[src/rtl/muldiv_pkg.sv]
package muldiv_pkg;

  typedef enum logic [1:0] {
    CMD_MULU = 2'b00,
    CMD_MULS = 2'b01,
    CMD_DIVU = 2'b10,
    CMD_DIVS = 2'b11
  } md_cmd_e;

  // Sign-correction plan captured at start, applied in the final cycle
  typedef struct packed {
    logic is_div;
    logic neg_prod;
    logic neg_quo;
    logic neg_rem;
    logic div_zero;
  } md_fix_t;

endpackage

[src/rtl/muldiv_prep.sv]
module muldiv_prep
  import muldiv_pkg::*;
#(
  parameter int W = 32
) (
  input  logic [1:0]   cmd,
  input  logic [W-1:0] op_a,
  input  logic [W-1:0] op_b,
  output logic [W-1:0] mag_a,
  output logic [W-1:0] mag_b,
  output md_fix_t      fix
);
  localparam int NOPS = 2;

  logic [W-1:0] ops  [NOPS];
  logic [W-1:0] mags [NOPS];
  logic         negs [NOPS];
  logic         sgn;

  assign sgn    = cmd[0];
  assign ops[0] = op_a;
  assign ops[1] = op_b;

  for (genvar i = 0; i < NOPS; i++) begin : g_abs
    assign negs[i] = sgn & ops[i][W-1];
    assign mags[i] = negs[i] ? (~ops[i] + 1'b1) : ops[i];
  end

  assign mag_a = mags[0];
  assign mag_b = mags[1];

  always_comb begin
    fix.is_div   = cmd[1];
    fix.div_zero = cmd[1] && (op_b == '0);
    fix.neg_prod = negs[0] ^ negs[1];
    fix.neg_quo  = (negs[0] ^ negs[1]) && !fix.div_zero;
    fix.neg_rem  = negs[0];
  end

endmodule

[src/rtl/muldiv_step.sv]
module muldiv_step #(
  parameter int W = 32
) (
  input  logic         is_div,
  input  logic [W-1:0] hi_in,
  input  logic [W-1:0] lo_in,
  input  logic [W-1:0] opd,
  output logic [W-1:0] hi_nxt,
  output logic [W-1:0] lo_nxt
);
  logic [W:0] sum;
  logic [W:0] trial;

  always_comb begin
    sum   = {1'b0, hi_in} + (lo_in[0] ? {1'b0, opd} : '0);
    trial = {hi_in, lo_in[W-1]} - {1'b0, opd};
    if (!is_div) begin
      // shift-and-add: product accumulates in {hi,lo}, multiplier drains from lo
      hi_nxt = sum[W:1];
      lo_nxt = {sum[0], lo_in[W-1:1]};
    end else if (!trial[W]) begin
      hi_nxt = trial[W-1:0];
      lo_nxt = {lo_in[W-2:0], 1'b1};
    end else begin
      // restore: keep shifted partial remainder
      hi_nxt = {hi_in[W-2:0], lo_in[W-1]};
      lo_nxt = {lo_in[W-2:0], 1'b0};
    end
  end

endmodule

[src/rtl/muldiv_fix.sv]
module muldiv_fix
  import muldiv_pkg::*;
#(
  parameter int W = 32
) (
  input  md_fix_t      fix,
  input  logic [W-1:0] hi_in,
  input  logic [W-1:0] lo_in,
  output logic [W-1:0] res_hi,
  output logic [W-1:0] res_lo
);
  localparam int DW = 2 * W;

  logic [DW-1:0] prod;

  always_comb begin
    prod = {hi_in, lo_in};
    if (fix.neg_prod) prod = ~prod + 1'b1;
    if (fix.is_div) begin
      res_lo = fix.neg_quo ? (~lo_in + 1'b1) : lo_in;
      res_hi = fix.neg_rem ? (~hi_in + 1'b1) : hi_in;
    end else begin
      res_lo = prod[W-1:0];
      res_hi = prod[DW-1:W];
    end
  end

endmodule

[src/rtl/muldiv_unit.sv]
module muldiv_unit
  import muldiv_pkg::*;
#(
  parameter int W = 32
) (
  input  logic         clk,
  input  logic         rst,
  input  logic         start,
  input  logic [1:0]   cmd,
  input  logic [W-1:0] op_a,
  input  logic [W-1:0] op_b,
  input  logic         wr_hi,
  input  logic         wr_lo,
  input  logic [W-1:0] wr_data,
  output logic         busy,
  output logic         done,
  output logic         div_zero,
  output logic [W-1:0] hi_out,
  output logic [W-1:0] lo_out
);
  localparam int CNTW = $clog2(W + 1);

  logic [W-1:0]    mag_a, mag_b;
  md_fix_t         fix_d, fix_q;
  logic [W-1:0]    work_hi, work_lo, opd_q;
  logic [W-1:0]    step_hi, step_lo;
  logic [W-1:0]    res_hi, res_lo;
  logic [CNTW-1:0] cnt;

  muldiv_prep #(.W(W)) u_prep (
    .cmd(cmd), .op_a(op_a), .op_b(op_b),
    .mag_a(mag_a), .mag_b(mag_b), .fix(fix_d)
  );

  muldiv_step #(.W(W)) u_step (
    .is_div(fix_q.is_div), .hi_in(work_hi), .lo_in(work_lo), .opd(opd_q),
    .hi_nxt(step_hi), .lo_nxt(step_lo)
  );

  muldiv_fix #(.W(W)) u_fix (
    .fix(fix_q), .hi_in(work_hi), .lo_in(work_lo),
    .res_hi(res_hi), .res_lo(res_lo)
  );

  always_ff @(posedge clk) begin
    if (rst) begin
      busy     <= 1'b0;
      done     <= 1'b0;
      div_zero <= 1'b0;
      cnt      <= '0;
      work_hi  <= '0;
      work_lo  <= '0;
      opd_q    <= '0;
      fix_q    <= '0;
      hi_out   <= '0;
      lo_out   <= '0;
    end else begin
      done     <= 1'b0;
      div_zero <= 1'b0;
      if (!busy) begin
        if (start) begin
          busy    <= 1'b1;
          cnt     <= CNTW'(W);
          work_hi <= '0;
          work_lo <= mag_a;
          opd_q   <= mag_b;
          fix_q   <= fix_d;
        end
        if (wr_hi) hi_out <= wr_data;
        if (wr_lo) lo_out <= wr_data;
      end else if (cnt != '0) begin
        work_hi <= step_hi;
        work_lo <= step_lo;
        cnt     <= cnt - 1'b1;
      end else begin
        hi_out   <= res_hi;
        lo_out   <= res_lo;
        done     <= 1'b1;
        div_zero <= fix_q.div_zero;
        busy     <= 1'b0;
      end
    end
  end

endmodule

[config.mk]
export PLATFORM = sky130hd
export DESIGN_NAME = muldiv_unit
export DESIGN_NICKNAME = d
export VERILOG_FILES = /design/src/rtl/muldiv_pkg.sv /design/src/rtl/muldiv_prep.sv /design/src/rtl/muldiv_step.sv /design/src/rtl/muldiv_fix.sv /design/src/rtl/muldiv_unit.sv
export SDC_FILE = /design/constraint.sdc
export NUM_CORES = 1
export LEC_CHECK = 0
export CAP_MARGIN = 20
export CORE_MARGIN = 1.5
export CORE_UTILIZATION = 40
export DETAILED_ROUTE_END_ITERATION = 7
export PLACE_DENSITY = 0.72
export SLEW_MARGIN = 20
export SYNTH_ARGS = -nofsm -noshare
export SYNTH_HDL_FRONTEND = slang
export SYNTH_SLANG_ARGS = --single-unit
[constraint.sdc]
create_clock -name clk -period 3.2 [get_ports clk]
set_clock_uncertainty 0.15 [all_clocks]
set_input_delay 0.48 -clock clk [delete_from_list [all_inputs] [get_ports clk]]
set_output_delay 0.48 -clock clk [all_outputs]
set_load 0.005 [all_outputs]
### Word level (Yosys, flattened, before mapping)

Index checks and enable logic that the tools add are counted.

| word-level totals | value |
|---|---|
| flip-flop bits (word level) | 174 |
| input port bits | 103 |

| cells by class | value |
|---|---|
| add/sub/neg operators | 8 |
| eq/ne operators | 2 |
| mux-type cells | 31 |
| bitwise gates (word level) | 9 |
| reductions and logical operators | 14 |

Operator list:

| operator | count |
|---|---|
| 32-bit two-way mux | 22 |
| 32-bit by 1-bit adder with 32-bit output, second input constant | 4 |
| 32-bit inverter | 4 |
| 64-bit by 1-bit adder with 64-bit output, second input constant | 1 |
| 64-bit two-way mux | 1 |
| 64-bit inverter | 1 |
| 32-bit by 33-bit adder with 33-bit output | 1 |
| 33-bit by 32-bit subtractor with 33-bit output | 1 |
| 32-bit zero test | 1 |
| 6-bit two-way mux | 3 |
| 2-bit AND reduction | 4 |
| 2-bit nonzero test | 3 |
| 6-bit nonzero test | 1 |
| 6-bit by 1-bit subtractor with 6-bit output, second input constant | 1 |
| 1-bit two-way mux | 5 |
| 3-bit OR reduction | 1 |
| 1-bit bitwise AND | 2 |
| 1-bit logical AND | 2 |
| 2-bit by 1-bit inequality test with 1-bit output, second input constant | 1 |
| 2-bit inequality test, second input constant | 1 |
| 2-bit OR reduction | 1 |
| 1-bit zero test | 1 |
| 1-bit inverter | 1 |
| 1-bit XOR | 1 |

### Longest topological paths before layout

| depth | value |
|---|---|
| word-level depth | 6 |
| gate-level depth with buffers | 15 |

### Hierarchy

From an unflattened synthesis, not the netlist that was laid out.

| second synthesis, totals | value |
|---|---|
| cell total of the unflattened synthesis | 2034 |
| area, all modules | 15677.5 um^2 |

Modules (own cells, without submodules):

| module | instances | cells each | area each (um^2) | seq. area each (um^2) |
|---|---|---|---|---|
| muldiv_unit | 1 | 880 | 7818.7 | 3483.3 |
| muldiv_step | 1 | 682 | 4703.3 | 0.0 |
| muldiv_fix | 1 | 248 | 1669.1 | 0.0 |
| muldiv_prep | 1 | 224 | 1486.4 | 0.0 |

### Least setup slack after synthesis

No wires, ideal clock.

| timing path | value |
|---|---|
| kind | register -> register |
| start point | register work_lo[0] |
| end point | register work_hi[25] |
| library setup time | 0.116 ns |
| arrival time | 3.089 ns |
| data required time | 2.934 ns |
| slack | -0.155 ns |
| stages on the path, launching flop included | 16 |
| path buffers | 3 |
| period minus slack after synthesis | 3.355 ns |
| cells stage by stage | dfxtp_1 -> clkbuf_1 -> inv_1 -> clkbuf_1 -> nor2_1 -> ha_1 -> clkbuf_1 -> a21oi_1 -> nand2_1 -> o2111ai_1 -> a21boi_0 -> o311ai_1 -> a21oi_1 -> or3_1 -> a32o_1 -> a31o_2 |

| on the way | value |
|---|---|
| cells in the longest elaborated chain, start to end | 5 |

RTL lines:

| item | line | source |
|---|---|---|
| start, declared | muldiv_unit.sv:25 | `logic [W-1:0] work_hi, work_lo, opd_q;` |
| start signal, assigned | muldiv_unit.sv:65 | `work_lo <= mag_a;` |
| start signal, assigned | muldiv_unit.sv:73 | `work_lo <= step_lo;` |
| 32-bit two-way mux | muldiv_step.sv:15 | `sum = {1'b0, hi_in} + (lo_in[0] ? {1'b0, opd} : '0);` |
| 32-bit by 33-bit adder with 33-bit output | muldiv_step.sv:15 |  |
| 32-bit two-way mux | muldiv_step.sv:17 | `if (!is_div) begin` |
| 32-bit two-way mux | muldiv_unit.sv:71 | `end else if (cnt != '0) begin` |
| 32-bit two-way mux | muldiv_unit.sv:60 | `if (!busy) begin` |
| end signal, assigned | muldiv_unit.sv:72 | `work_hi <= step_hi;` |
| end, declared | muldiv_unit.sv:25 |  |

Every way passes these cells. The select of a mux whose other input is x is not followed.
A chain may end at the register's enable or synchronous reset.

### Final worst setup path

| timing path | value |
|---|---|
| start point | register opd_q[17] |
| end point | register work_hi[29] |

| on the way | value |
|---|---|
| cells in the longest elaborated chain, start to end | 5 |

RTL lines:

| item | line | source |
|---|---|---|
| start, declared | muldiv_unit.sv:25 |  |
| start signal, assigned | muldiv_unit.sv:66 | `opd_q <= mag_b;` |
| 32-bit two-way mux or 33-bit by 32-bit subtractor with 33-bit output (tied branches) | muldiv_step.sv:15, muldiv_step.sv:16 |  |
| 32-bit by 33-bit adder with 33-bit output or 32-bit two-way mux (tied branches) | muldiv_step.sv:15, muldiv_step.sv:21 |  |
| 32-bit two-way mux (*) | muldiv_step.sv:17 |  |
| 32-bit two-way mux (*) | muldiv_unit.sv:71 |  |
| 32-bit two-way mux (*) | muldiv_unit.sv:60 |  |

Every way passes the cells marked *; elsewhere a longest branch is shown, timed or not. The select of a mux whose other input is x is not followed.

==> impl_metrics.tcl <==
set metrics [dict create \
    final_util 0.5288 \
    synth_fa_ha_area_frac 0.06542 \
    worst-path-max-fanout 5 \
    status "finished, final reports clean" \
    synth_edf_count 0 \
    drt_pass1_iterations 6 \
    power_density_mw_per_mm2 411.4 \
    required_ns 3.38 \
    path_clk_slew_ns 0.07 \
    initial_core_util 0.4063 \
    netlist-cell-type-count 73 \
    vdd_drop_max_v 0.0003998 \
    hold_path_class "in -> reg" \
    hold_path.startpoint "rst" \
    first_iter_violations 1280 \
    synth.avg_cell_area_um2 7.330 \
    synthCells 1910 \
    synth-xor-area-share 0.1051 \
    finalWeightedCongestion 0.9533 \
    fin_crit_sh 0.9759 \
    htreeDepth 4 \
    via_per_inst 5.802 \
    grt_pass1_wl_um 77850 \
    synth_fp_nets 2085 \
    synth_top_cell_area_share 0.2488 \
    rows 68 \
    port_buffers 169 \
    timing.slew.headroom 0.4759 \
    chipWidth_um 190.1 \
    cts.path.max_buffers 2 \
    hold_viol 0 \
    leakage_nw 7.408 \
    path_class "reg -> reg" \
    track_usage 0.2720 \
    clock.fmax_ghz 0.3202 \
    place_ws_ns -0.1223 \
    grtUsageMet1 0.3614 \
    wl_per_cell_um 19.21 \
    end_kind "flop" \
    hold_ws_ns 0.1523 \
    synthArstFlopShare 0 \
    synth_area_mm2 0.01400 \
    r2r-start "opd_q[17]" \
    ant_nets 0 \
    worst_pin_slew_ns 0.7862 \
    setup_viol_count_final 0 \
    antenna_found_initial 1 \
    yosys.area_share.simple 0.2046 \
    r2r_slack_ns 0.08 \
    layout-drive-gt1-share 0.1393 \
    fin_nets 2344 \
    synthFlopType "dfxtp_1" \
    setup_ws_ns 0.07705 \
    grt_remaining_overflow 0 \
    yosys_register_bits 174 \
    dieArea_mm2 0.03613 \
    yosysTopAreaCell "dfxtp_1" \
    coreArea_mm2 0.03446 \
    cts_inserted_buffers 17 \
    syn2layout_area_growth_pct 30.13 \
    num_antenna_cells 0 \
    ys.warnings.count 0 \
    maxCapViolations 0 \
    worst_setup_path_start_kind "flop" \
    routed_wl_um 50660 \
    drc 0 \
    top_usage_layer "met2" \
    synth.area.mux_share 0.03315 \
    insertion_delay_ns 0.45 \
    cts.sinks 174 \
    grt_max_degree 129 \
    startpoint "opd_q[17]" \
    synth_compound_gate_area_share 0.2897 \
    ios 170 \
    cts_tree "yes" \
    n_fill_cell 3281 \
    critPathArrivalTime_ns 3.30 \
    hpwl_um 39150 \
    use_met2 0.4408 \
    clock-root-buffer "clkbuf_16" \
    ys_seq_area_frac 0.2488 \
    drv_slew 0 \
    via_count 15300 \
    die_h_um 190.1 \
    period_minus_slack_ns 3.123 \
    grt_pass1_vias 14380 \
    synthTopCellsByArea "dfxtp_1 (25%), a21oi_1 (7.1%), nor2_1 (6.6%), ha_1 (6.3%), xor2_1 (5.6%)" \
    synth_top_family_by_area "compound AO/OA/AOI/OAI gates" \
    grt_util_met3 0.04206 \
]
stage by stage:
| step | instances | area [um2] | TNS (ns) | total power [mW] |
|---|---|---|---|---|
| floorplan | 1910 | 14010 | 0 | 4.087 |
| global placement | 2599 | 17310 | -0.1886 | 5.124 |
| detailed placement | 2599 | 17310 | -0.6088 | 5.180 |
| CTS | 2631 | 17960 | 0 | 7.423 |
| global route | 2637 | 18220 | -0.09005 | 7.830 |
| finish | 2637 | 18220 | 0 | 7.496 |
path summary, 6_finish.rpt:
check                              endpoint  depth (start not counted)
worst max register to register  work_hi[29]                         12
worst min register to register   lo_out[31]                          2
worst min-delay path                 cnt[0]                          2
worst max-delay path            work_hi[29]                         12
registers in the layout (all words and copies together) (netlist names):
name      flops
hi_out       32
lo_out       32
opd_q        32
work_hi      32
work_lo      32
cnt           6
fix_q         5
busy          1
div_zero      1
done          1
layer usage:
layer	up-vias	part of all wire
li1	7417	-
met4	2	0.035
met1	7189	0.45
met2	579	0.45
met3	114	0.061
met5	-	0.00034
placed cells by master, fill, tap and decap left out, drive strengths merged, types with 18 or more instances in the layout:
cell / count
clkbuf: 18
a211oi: 75
o21ai: 115
a221oi: 18
a21o: 35
a31oi: 24
xor2: 89
clkdlybuf4s50: 168
buf: 199
xnor2: 79
a21oi: 201
mux2i: 43
nand3: 31
nand2b: 18
a22oi: 23
or3: 25
nand2: 184
nor3: 35
ha: 70
nor2: 247
dfxtp: 174
inv: 71
o211ai: 32
where the power goes:
group	switching (mW)	leakage (nW)	internal (mW)
Combinational	1.48	5.68	1.15
Clock	1.02	0.300	1.25
Sequential	0.206	1.43	2.39
kinds of logic (layout without fill, tap and decap cells):
| group | Yosys count | after routing |
|---|---|---|
| muxes | 46 | 46 |
| and+or+nand+nor | 625 | 625 |
| adders and majority gates | 72 | 72 |
| xor gates and xnor gates | 168 | 168 |
| AOI/OAI and AO/OA | 630 | 630 |
| DFF | 174 | 174 |
| buffers and inverters | 195 | 467 |
repair_timing:
item | in CTS | in global routing
setup buffers | 0 | 6
resized for setup | 13 | 46
setup endpoints to repair | 5 | 29
pin swaps | 3 | 18
hold buffers | 0 | 0
cells in the mapped netlist, types with 11 or more instances:
library cell / instances
a31oi_1: 24
a311oi_1: 13
inv_1: 67
mux2i_1: 43
xnor2_1: 79
a221oi_1: 18
xor2_1: 89
nor3_1: 34
or3_1: 23
o31ai_1: 15
ha_1: 70
or4_1: 11
nand4_1: 12
buf_2: 11
nand3_1: 31
nor4_1: 11
o21ai_0: 115
dfxtp_1: 174
and2_1: 11
nor2_1: 247
a21o_1: 35
a21oi_1: 199
clkbuf_1: 110
o211ai_1: 32
o41ai_1: 14
nand2_1: 184
a22oi_1: 23
a211oi_1: 75
nand2b_1: 18
worst max-delay path: stages, from the launching register on:
cell,delay [ns]
dfxtp_1,0.45
inv_1,0.12
ha_1,0.37
a21oi_1,0.28
nand2_1,0.12
a21oi_1,0.28
o22ai_1,0.13
a21o_1,0.19
buf_4,0.13
a211oi_1,0.26
xnor2_1,0.17
nor3_1,0.28
a211oi_1,0.08
area by class of cell:
class                      count  area (um2)  share of cell area
clock inverter                14       183.9             0.01009
inverter                      68       257.7             0.01415
tap                          455       569.3             0.03125
sequential                   174        3493              0.1917
clock buffer                  18       429.2             0.02355
multi-input combinational   1541       10050              0.5518
timing repair buffer         367        3233              0.1774
No activity file was read; power rests on OpenSTA's default activity.
